$ cat src/rtl/hold_cond_pkg.sv
package hold_cond_pkg;

    typedef enum logic [1:0] {
        ST_IDLE   = 2'd0,
        ST_ACTIVE = 2'd1,
        ST_PAUSED = 2'd2,
        ST_LOCKED = 2'd3
    } port_state_e;

    // bit positions of the synchronized pin bundle
    localparam int PIN_SCK  = 0;
    localparam int PIN_CS   = 1;
    localparam int PIN_HOLD = 2;
    localparam int PIN_SDI  = 3;
    localparam int PIN_NUM  = 4;

endpackage

$ cat src/rtl/hold_cond_sync.sv
module hold_cond_sync #(
    parameter int               STAGES  = 2,
    parameter int               WIDTH   = 4,
    parameter logic [WIDTH-1:0] RST_VAL = '0
) (
    input  logic             clk,
    input  logic             rst_n,
    input  logic [WIDTH-1:0] async_in,
    output logic [WIDTH-1:0] sync_out
);
    logic [WIDTH-1:0] stage_d [STAGES];
    logic [WIDTH-1:0] stage_q [STAGES];

    always_comb begin
        stage_d[0] = async_in;
        for (int i = 1; i < STAGES; i++) begin
            stage_d[i] = stage_q[i-1];
        end
    end

    always_ff @(posedge clk or negedge rst_n) begin
        if (!rst_n) begin
            for (int i = 0; i < STAGES; i++) begin
                stage_q[i] <= RST_VAL;
            end
        end else begin
            for (int i = 0; i < STAGES; i++) begin
                stage_q[i] <= stage_d[i];
            end
        end
    end

    assign sync_out = stage_q[STAGES-1];
endmodule

$ cat src/rtl/hold_cond_edge.sv
module hold_cond_edge #(
    parameter logic RST_VAL = 1'b0
) (
    input  logic clk,
    input  logic rst_n,
    input  logic level,
    output logic rise,
    output logic fall
);
    logic prev_d, prev_q;

    always_comb begin
        prev_d = level;
    end

    always_ff @(posedge clk or negedge rst_n) begin
        if (!rst_n) prev_q <= RST_VAL;
        else        prev_q <= prev_d;
    end

    assign rise = level & ~prev_q;
    assign fall = ~level & prev_q;
endmodule

$ cat src/rtl/hold_cond_fsm.sv
module hold_cond_fsm
    import hold_cond_pkg::*;
(
    input  logic        clk,
    input  logic        rst_n,
    input  logic        cs_s,
    input  logic        cs_rise,
    input  logic        cs_fall,
    input  logic        hold_s,
    input  logic        sck_s,
    output port_state_e state,
    output logic        hold_active,
    output logic        iface_clear,
    output logic        locked_out
);
    typedef struct packed {
        port_state_e st;
    } fsm_regs_t;

    fsm_regs_t fsm_d, fsm_q;

    always_comb begin
        fsm_d = fsm_q;
        unique case (fsm_q.st)
            ST_IDLE: begin
                if (cs_fall) fsm_d.st = ST_ACTIVE;
            end
            ST_ACTIVE: begin
                if (cs_rise)                 fsm_d.st = ST_IDLE;
                else if (!hold_s && !sck_s)  fsm_d.st = ST_PAUSED;
            end
            ST_PAUSED: begin
                if (cs_rise)                 fsm_d.st = ST_LOCKED;
                else if (hold_s && !sck_s)   fsm_d.st = ST_ACTIVE;
            end
            ST_LOCKED: begin
                if (hold_s && cs_s)          fsm_d.st = ST_IDLE;
            end
            default: fsm_d.st = ST_IDLE;
        endcase
    end

    always_ff @(posedge clk or negedge rst_n) begin
        if (!rst_n) fsm_q.st <= ST_IDLE;
        else        fsm_q    <= fsm_d;
    end

    assign state       = fsm_q.st;
    assign hold_active = (fsm_q.st == ST_PAUSED);
    assign locked_out  = (fsm_q.st == ST_LOCKED);
    assign iface_clear = (fsm_q.st == ST_IDLE) || (fsm_q.st == ST_LOCKED);
endmodule

$ cat src/rtl/hold_cond_rx.sv
module hold_cond_rx #(
    parameter int WORD_W = 8,
    parameter int CNT_W  = $clog2(WORD_W)
) (
    input  logic              clk,
    input  logic              rst_n,
    input  logic              clear,
    input  logic              shift_en,
    input  logic              bit_in,
    output logic [WORD_W-1:0] word,
    output logic [WORD_W-1:0] partial,
    output logic [CNT_W-1:0]  count
);
    localparam logic [CNT_W-1:0] LAST_BIT = CNT_W'(WORD_W - 1);

    typedef struct packed {
        logic [WORD_W-1:0] word;
        logic [WORD_W-1:0] shreg;
        logic [CNT_W-1:0]  cnt;
    } rx_regs_t;

    rx_regs_t rx_d, rx_q;

    always_comb begin
        rx_d = rx_q;
        if (clear) begin
            rx_d.cnt = '0;
        end else if (shift_en) begin
            rx_d.shreg = {rx_q.shreg[WORD_W-2:0], bit_in};
            if (rx_q.cnt == LAST_BIT) begin
                rx_d.word = rx_d.shreg;
                rx_d.cnt  = '0;
            end else begin
                rx_d.cnt = rx_q.cnt + 1'b1;
            end
        end
    end

    always_ff @(posedge clk or negedge rst_n) begin
        if (!rst_n) rx_q <= '0;
        else        rx_q <= rx_d;
    end

    assign word    = rx_q.word;
    assign partial = rx_q.shreg;
    assign count   = rx_q.cnt;
endmodule

$ cat src/rtl/hold_cond_ctrl.sv
module hold_cond_ctrl
    import hold_cond_pkg::*;
#(
    parameter int SYNC_STAGES = 2,
    parameter int WORD_W      = 8,
    parameter int CNT_W       = $clog2(WORD_W)
) (
    input  logic              clk,
    input  logic              rst_n,
    input  logic              sck_pin,
    input  logic              cs_n_pin,
    input  logic              hold_n_pin,
    input  logic              sdi_pin,
    input  logic              tx_oe_in,
    output logic              hold_active,
    output logic              iface_clear,
    output logic              locked_out,
    output logic              sdo_oe,
    output logic              sck_rise_ok,
    output logic              sck_fall_ok,
    output logic [WORD_W-1:0] rx_word,
    output logic [WORD_W-1:0] rx_partial,
    output logic [CNT_W-1:0]  rx_count
);
    // idle pin levels: clock low, deselected, not paused, data low
    localparam logic [PIN_NUM-1:0] PIN_IDLE = 4'b0110;
    localparam int                 EDGE_NUM = 2;

    logic [PIN_NUM-1:0]  pins_raw, pins_s;
    logic [EDGE_NUM-1:0] edge_rise, edge_fall;
    logic                sck_s, cs_s, hold_s, sdi_s;
    port_state_e         state;
    logic                running;

    assign pins_raw = {sdi_pin, hold_n_pin, cs_n_pin, sck_pin};

    hold_cond_sync #(
        .STAGES (SYNC_STAGES),
        .WIDTH  (PIN_NUM),
        .RST_VAL(PIN_IDLE)
    ) i_sync (
        .clk     (clk),
        .rst_n   (rst_n),
        .async_in(pins_raw),
        .sync_out(pins_s)
    );

    assign sck_s  = pins_s[PIN_SCK];
    assign cs_s   = pins_s[PIN_CS];
    assign hold_s = pins_s[PIN_HOLD];
    assign sdi_s  = pins_s[PIN_SDI];

    // edge detectors on clock (index 0) and select (index 1)
    for (genvar g = 0; g < EDGE_NUM; g++) begin : g_edge
        hold_cond_edge #(
            .RST_VAL(PIN_IDLE[g])
        ) i_edge (
            .clk  (clk),
            .rst_n(rst_n),
            .level(pins_s[g]),
            .rise (edge_rise[g]),
            .fall (edge_fall[g])
        );
    end

    hold_cond_fsm i_fsm (
        .clk        (clk),
        .rst_n      (rst_n),
        .cs_s       (cs_s),
        .cs_rise    (edge_rise[PIN_CS]),
        .cs_fall    (edge_fall[PIN_CS]),
        .hold_s     (hold_s),
        .sck_s      (sck_s),
        .state      (state),
        .hold_active(hold_active),
        .iface_clear(iface_clear),
        .locked_out (locked_out)
    );

    assign running     = (state == ST_ACTIVE);
    assign sck_rise_ok = running & edge_rise[PIN_SCK];
    assign sck_fall_ok = running & edge_fall[PIN_SCK];
    assign sdo_oe      = running & tx_oe_in;

    hold_cond_rx #(
        .WORD_W(WORD_W),
        .CNT_W (CNT_W)
    ) i_rx (
        .clk     (clk),
        .rst_n   (rst_n),
        .clear   (iface_clear),
        .shift_en(sck_rise_ok),
        .bit_in  (sdi_s),
        .word    (rx_word),
        .partial (rx_partial),
        .count   (rx_count)
    );
endmodule

$ cat config.mk
export PLATFORM = sky130hd
export DESIGN_NAME = hold_cond_ctrl
export DESIGN_NICKNAME = d
export VERILOG_FILES = /design/src/rtl/hold_cond_pkg.sv /design/src/rtl/hold_cond_sync.sv /design/src/rtl/hold_cond_edge.sv /design/src/rtl/hold_cond_fsm.sv /design/src/rtl/hold_cond_rx.sv /design/src/rtl/hold_cond_ctrl.sv
export SDC_FILE = /design/constraint.sdc
export NUM_CORES = 1
export LEC_CHECK = 0
export BUFFER_PORTS_ARGS = -buffer_cell sky130_fd_sc_hd__buf_2
export CORE_AREA = 2 2 57 59
export DETAILED_ROUTE_END_ITERATION = 16
export DIE_AREA = 0 0 59 61
export PLACE_DENSITY = 0.7
export SYNTH_ARGS = -nofsm -noshare
export SYNTH_HDL_FRONTEND = slang
export SYNTH_SLANG_ARGS = --single-unit
$ cat constraint.sdc
create_clock -name clk -period 2.15 [get_ports clk]
set_input_delay 0.1075 -clock clk [delete_from_list [all_inputs] [get_ports clk]]
set_output_delay 0.1075 -clock clk [all_outputs]
set_load 0.05 [all_outputs]
### Word-level counts from Yosys, hierarchy flattened

Cells that the tools add are included.

* bits of input ports: 7
* word-level logic and storage cells: 50
* bits in registers: 31

* multiplexer cells: 10
* add/sub/neg operators: 1
* reductions and logical operators: 11
* eq/ne operators: 8
* bitwise gates (word level): 12

Operator list (count)
* two-way mux 2 bit: 6
* two-way mux 3 bit: 3
* one-hot mux 2 bit (4 select lines): 1
* bitwise AND 1 bit: 7
* != test 3 x 1 -> 1 bit (second input constant): 2
* NOT 1 bit: 5
* == test 2 bit (second input constant): 2
* AND reduction 4 bit: 1
* adder 3 x 1 -> 3 bit (second input constant): 1
* == test 3 bit (second input constant): 1
* logical AND 1 bit: 3
* AND reduction 3 bit: 1
* == test 2 x 1 -> 1 bit (second input constant): 1
* zero test 1 bit: 2
* zero test 2 bit: 1
* != test 2 x 1 -> 1 bit (second input constant): 1
* != test 2 bit (second input constant): 1
* AND reduction 2 bit: 1
* nonzero test 2 bit: 1
* logical OR 1 bit: 1

### Logic depth before layout (Yosys ltp)

* word-level depth: 5
* mapped depth: 7
* mapped depth without buffers: 6

### Cells and area by module

A second synthesis with hierarchy kept.

* cells, all modules: 86
* area, all modules: 1321.3 um^2

Modules (own cells, without submodules)
* hold_cond_rx: cells an instance 48, area each 814.5 um^2, seq. area each 475.5 um^2, times used 1
* hold_cond_sync: cells an instance 8, area each 205.2 um^2, seq. area each 205.2 um^2, times used 1
* hold_cond_fsm: cells an instance 21, area each 193.9 um^2, seq. area each 50.0 um^2, times used 1
* hold_cond_edge at g_edge[1].i_edge: cells an instance 3, area each 41.3 um^2, seq. area each 26.3 um^2, times used 1
* hold_cond_edge at g_edge[0].i_edge: cells an instance 3, area each 40.0 um^2, seq. area each 25.0 um^2, times used 1
* hold_cond_ctrl: cells an instance 3, area each 26.3 um^2, seq. area each 0.0 um^2, times used 1

### Worst setup path before layout

Ideal clock, no wire load.

* kind: flip-flop to flip-flop
* start point: register i_fsm.fsm_q, in the netlist i_fsm.state[0]
* end point: register i_fsm.fsm_q, in the netlist i_fsm.state[1]
* stages on the path, launching flop included: 7
* slack: 128 ps
* data required time: 2025 ps
* period minus slack after synthesis: 2022 ps
* arrival: 1897 ps
* cell sequence: dfrtp_1 > inv_1 > ha_1 > nor2b_1 > a211oi_1 > o32ai_2 > mux2_4

* word-level cells in the longest chain between the ends: 3
* elaborated cells between the ends (all ways): 10

RTL lines
* from (decl): RTL line hold_cond_fsm.sv:20 `fsm_regs_t fsm_d, fsm_q;`
* from (signal assigned): RTL line hold_cond_fsm.sv:45 `else fsm_q <= fsm_d;`
* == test 2 bit (*)
* via hold_active: RTL line hold_cond_ctrl.sv:15 `output logic hold_active,`
* != test 3 x 1 -> 1 bit (no source line)
* AND reduction 4 bit (no source line)

The timed path passes the listed nets; every way through them passes the cells marked *.
A chain may end at the register's enable or synchronous reset.

### Worst setup path after layout

* start point: register i_fsm.fsm_q, in the netlist i_fsm.state[1]
* end point: register i_rx.rx_q, in the netlist i_rx.word[2]

* word-level cells in the longest chain between the ends: 4
* elaborated cells between the ends (all ways): 7

RTL lines
* == test 2 bit / zero test 2 bit (equally long branches): RTL line hold_cond_fsm.sv:51 `assign iface_clear = (fsm_q.st == ST_IDLE) || (fsm_q.st == ST_LOCKED);`
* logical OR 1 bit: RTL line hold_cond_fsm.sv:51
* NOT 1 bit (no source line)
* AND reduction 3 bit (no source line) (*)
* to (signal assigned): RTL line hold_cond_rx.sv:41 `else rx_q <= rx_d;`
* to (decl): RTL line hold_cond_rx.sv:22 `rx_regs_t rx_d, rx_q;`

Mark *: on every way between the ends. The rest lies on a longest branch, timed or not.

==> qor.txt <==
CTS sink cnt = 31
Post-Syn Instances = 85
Final Cycle Share = 0.840
Setup crit start kind = register
Die Wd = 59 um
Async SR Flop Fraction = 1.00
share of the synthesized area in the top cell type = 0.504
non-filler cells, final = 161
met3 Usage GRT = 0.0640
CP delay by family, top = simple AND/OR/NAND/NOR gates
TNS Setup = 0 ns
Seq pwr share = 0.405
routability cong. = 0.778
Total Power = 1.81 mW
global-route wire length before repair = 3440 um
Yosys cell types = 22
post-synthesis area per instance = 15.2 sq um
P_leak = 0.840 nW
residual DRC count = 0
Total GRT Usage = 0.138
HP Class = primary input to asynchronous set/reset pin
Sw Share = 0.437
ys flop type = dfrtp_1
filler cell count = 256
crit path kind = register to register
Antenna Nets Post-Route = 0
M1 GR Usage = 0.161
nets = 140
post-CTS sizing = 0
die area = 3600 sq um
Worst-Margin Slew = 0.666 ns
diode count = 0
Switching Power = 792 uW
average wire per cell in the routed design = 13.6 um
first-pass iteration count of the detailed router = 2
Worst-Skew Late Latency = 0.33 ns
clock skew = 0.0131 ns
Pint = 1.02 mW
Starting Density = 0.437
Hold WS = 0.344 ns
vias in the first global route = 734
register area share after synthesis = 0.606
cts bufs inserted = 5
drt total wl = 2190 um
CP Cell Sequence = inv_1, ha_1, nand3b_2, inv_2, and3_4, mux2_4
power density over the cells = 1160 nW/um^2
WP buf/inv = 2
Post-synth EDFFs = 0
initial antenna violation count = 0
routed via count = 795
CP Capture Type = register
Clock power frac = 0.176
GR peak layer = met2
slowest CP cell = dfrtp_1
top-count cell post-synth = dfrtp_1
met2 GRT Util = 0.211
IO buf count = 31
synth top area cells = dfrtp_1, mux2_4, dfstp_2, mux2_2, ha_1
largest net degree at the start of global routing = 32
Slew HR = 0.556
Final Util = 0.531
layout cell share with drive strength beyond 1 = 0.516
dpl cells = 148
final worst path period need = 1.81 ns
clk buf depth = 2
Die Y-Extent = 61 um
synthesis-to-finish area growth = 21.4%
HPWL Detailed = 1540 um
max_cap viols = 0
Synth Register Bits = 31
Post-Syn Nets = 98
H-Tree Depth = 2
io pins = 32
Critical Path AT = 2.02 ns
Combinational Power Share = 0.418
RSZ-0062 raised after global routing = false
Remaining Overflow, GRT = 0
top cells by count, synth = dfrtp_1, mux2_4, mux2_2, ha_1
WP data required = 2.37 ns
worst vdd ir = 0.551 mV
largest area contributor in the netlist = dfrtp_1
Final setup viols = 0
Worst path max stage delay = 0.43 ns
Starting DRT DRC Count = 14
vias per inst = 4.94
CORE AREA = 2950 sq um
synthesized area = 1290 sq um
register area = 782 sq um
area of the multi-input gates = 473 sq um
Slew Viols, Final = 0
CTS tree = done
Placement Rows = 20
clock-pin slew on the worst setup and hold paths = 0.10 ns
Achievable Freq = 554 MHz
status = complete, no violations
final hold vios = 0
crit-path max FO = 8
Root Buffer = clkbuf_4
Warnings, synthesis = 0
post-CTS setup buffers = 0
-- logic make-up after synthesis --
logic type,count (synthesis),synth area share
muxes,19,0.190
AOI/OAI and AO/OA,6,0.0340
buffers and inverters,5,0.0272
and+or+nand+nor,18,0.0844
adders and majority gates,6,0.0582
DFF,31,0.606
-- final timing paths --
check | start | to | slack (ns) | depth (start not counted)
worst max-delay path | i_fsm.state[1]$_DFFE_PN0P_ | i_rx.word[2]$_DFFE_PN0P_ | 0.34 | 6
worst min-delay path | rst_n | i_rx.word[0]$_DFFE_PN0P_ | 0.34 | 2
worst max register to register | i_fsm.state[1]$_DFFE_PN0P_ | i_rx.word[2]$_DFFE_PN0P_ | 0.34 | 6
worst min register to register | i_sync.stage_d[0]$_DFF_PN0_ | i_sync.sync_out[0]$_DFF_PN0_ | 0.36 | 0
max in group asynchronous | rst_n | i_fsm.state[0]$_DFFE_PN0P_ | 1.37 | 2
min in group clk | i_sync.stage_d[0]$_DFF_PN0_ | i_sync.sync_out[0]$_DFF_PN0_ | 0.36 | 0
-- state kept, by name, indices dropped and copies added, names as in the netlist --
| register | count |
|---|---|
| g_edge.i_edge.prev_q | 2 |
| i_rx.count | 3 |
| i_fsm.state | 2 |
| i_rx.word | 8 |
| i_sync.stage_d | 4 |
| i_rx.partial | 8 |
| i_sync.sync_out | 4 |
-- layout make-up --
type                            count  area share
Clock buffer                        7      0.0288
Clock inverter                      1     0.00319
Inverter                            4     0.00958
Multi-Input combinational cell     49       0.302
Sequential cell                    31       0.499
Tap cell                           33      0.0264
Timing Repair Buffer               36       0.131
-- cell usage in the layout, fill, tap and decap left out, types with 2 or more instances in the layout --
| cell type | n |
|---|---|
| buf_2 | 31 |
| dfrtp_1 | 26 |
| mux2_4 | 9 |
| mux2_2 | 8 |
| ha_1 | 6 |
| nor2_1 | 5 |
| clkbuf_4 | 5 |
| dfstp_2 | 5 |
| dlygate4sd3_1 | 5 |
| a21oi_1 | 4 |
| inv_1 | 3 |
| nand2_1 | 3 |
| nor2b_1 | 2 |
| nor3b_1 | 2 |
| mux2i_1 | 2 |
| clkbuf_1 | 2 |
-- per-layer routing --
layer  wire length, um  share of wire
met3               116          0.053
met5                 0              0
met2              1090           0.50
met4                44          0.020
met1               943           0.43
-- metrics by stage --
step / area (sq um) / setup slack [ns]
6_report: 1570 / 0.344
5_1_grt: 1570 / 0.237
4_1_cts: 1570 / 0.331
3_5_place_dp: 1470 / 0.352
3_3_place_gp: 1470 / 0.371
2_1_floorplan: 1290 / 0.128
-- power groups by stage --
stage | sequential (mW) | clock (mW) | combinational, mW
final | 0.734 | 0.319 | 0.758
after floorplan | 0.917 | 0 | 0.411
after global routing | 0.746 | 0.369 | 0.801
after global placement | 0.741 | 0 | 0.732
after detailed placement | 0.745 | 0 | 0.757
after CTS | 0.735 | 0.334 | 0.764
-- what timing repair did --
item	in CTS	in global routing
hold buffers	5	0
endpoints found under the setup margin	0	0
endpoints found under the hold margin	30	0
No activity file was read; power rests on OpenSTA's default activity.
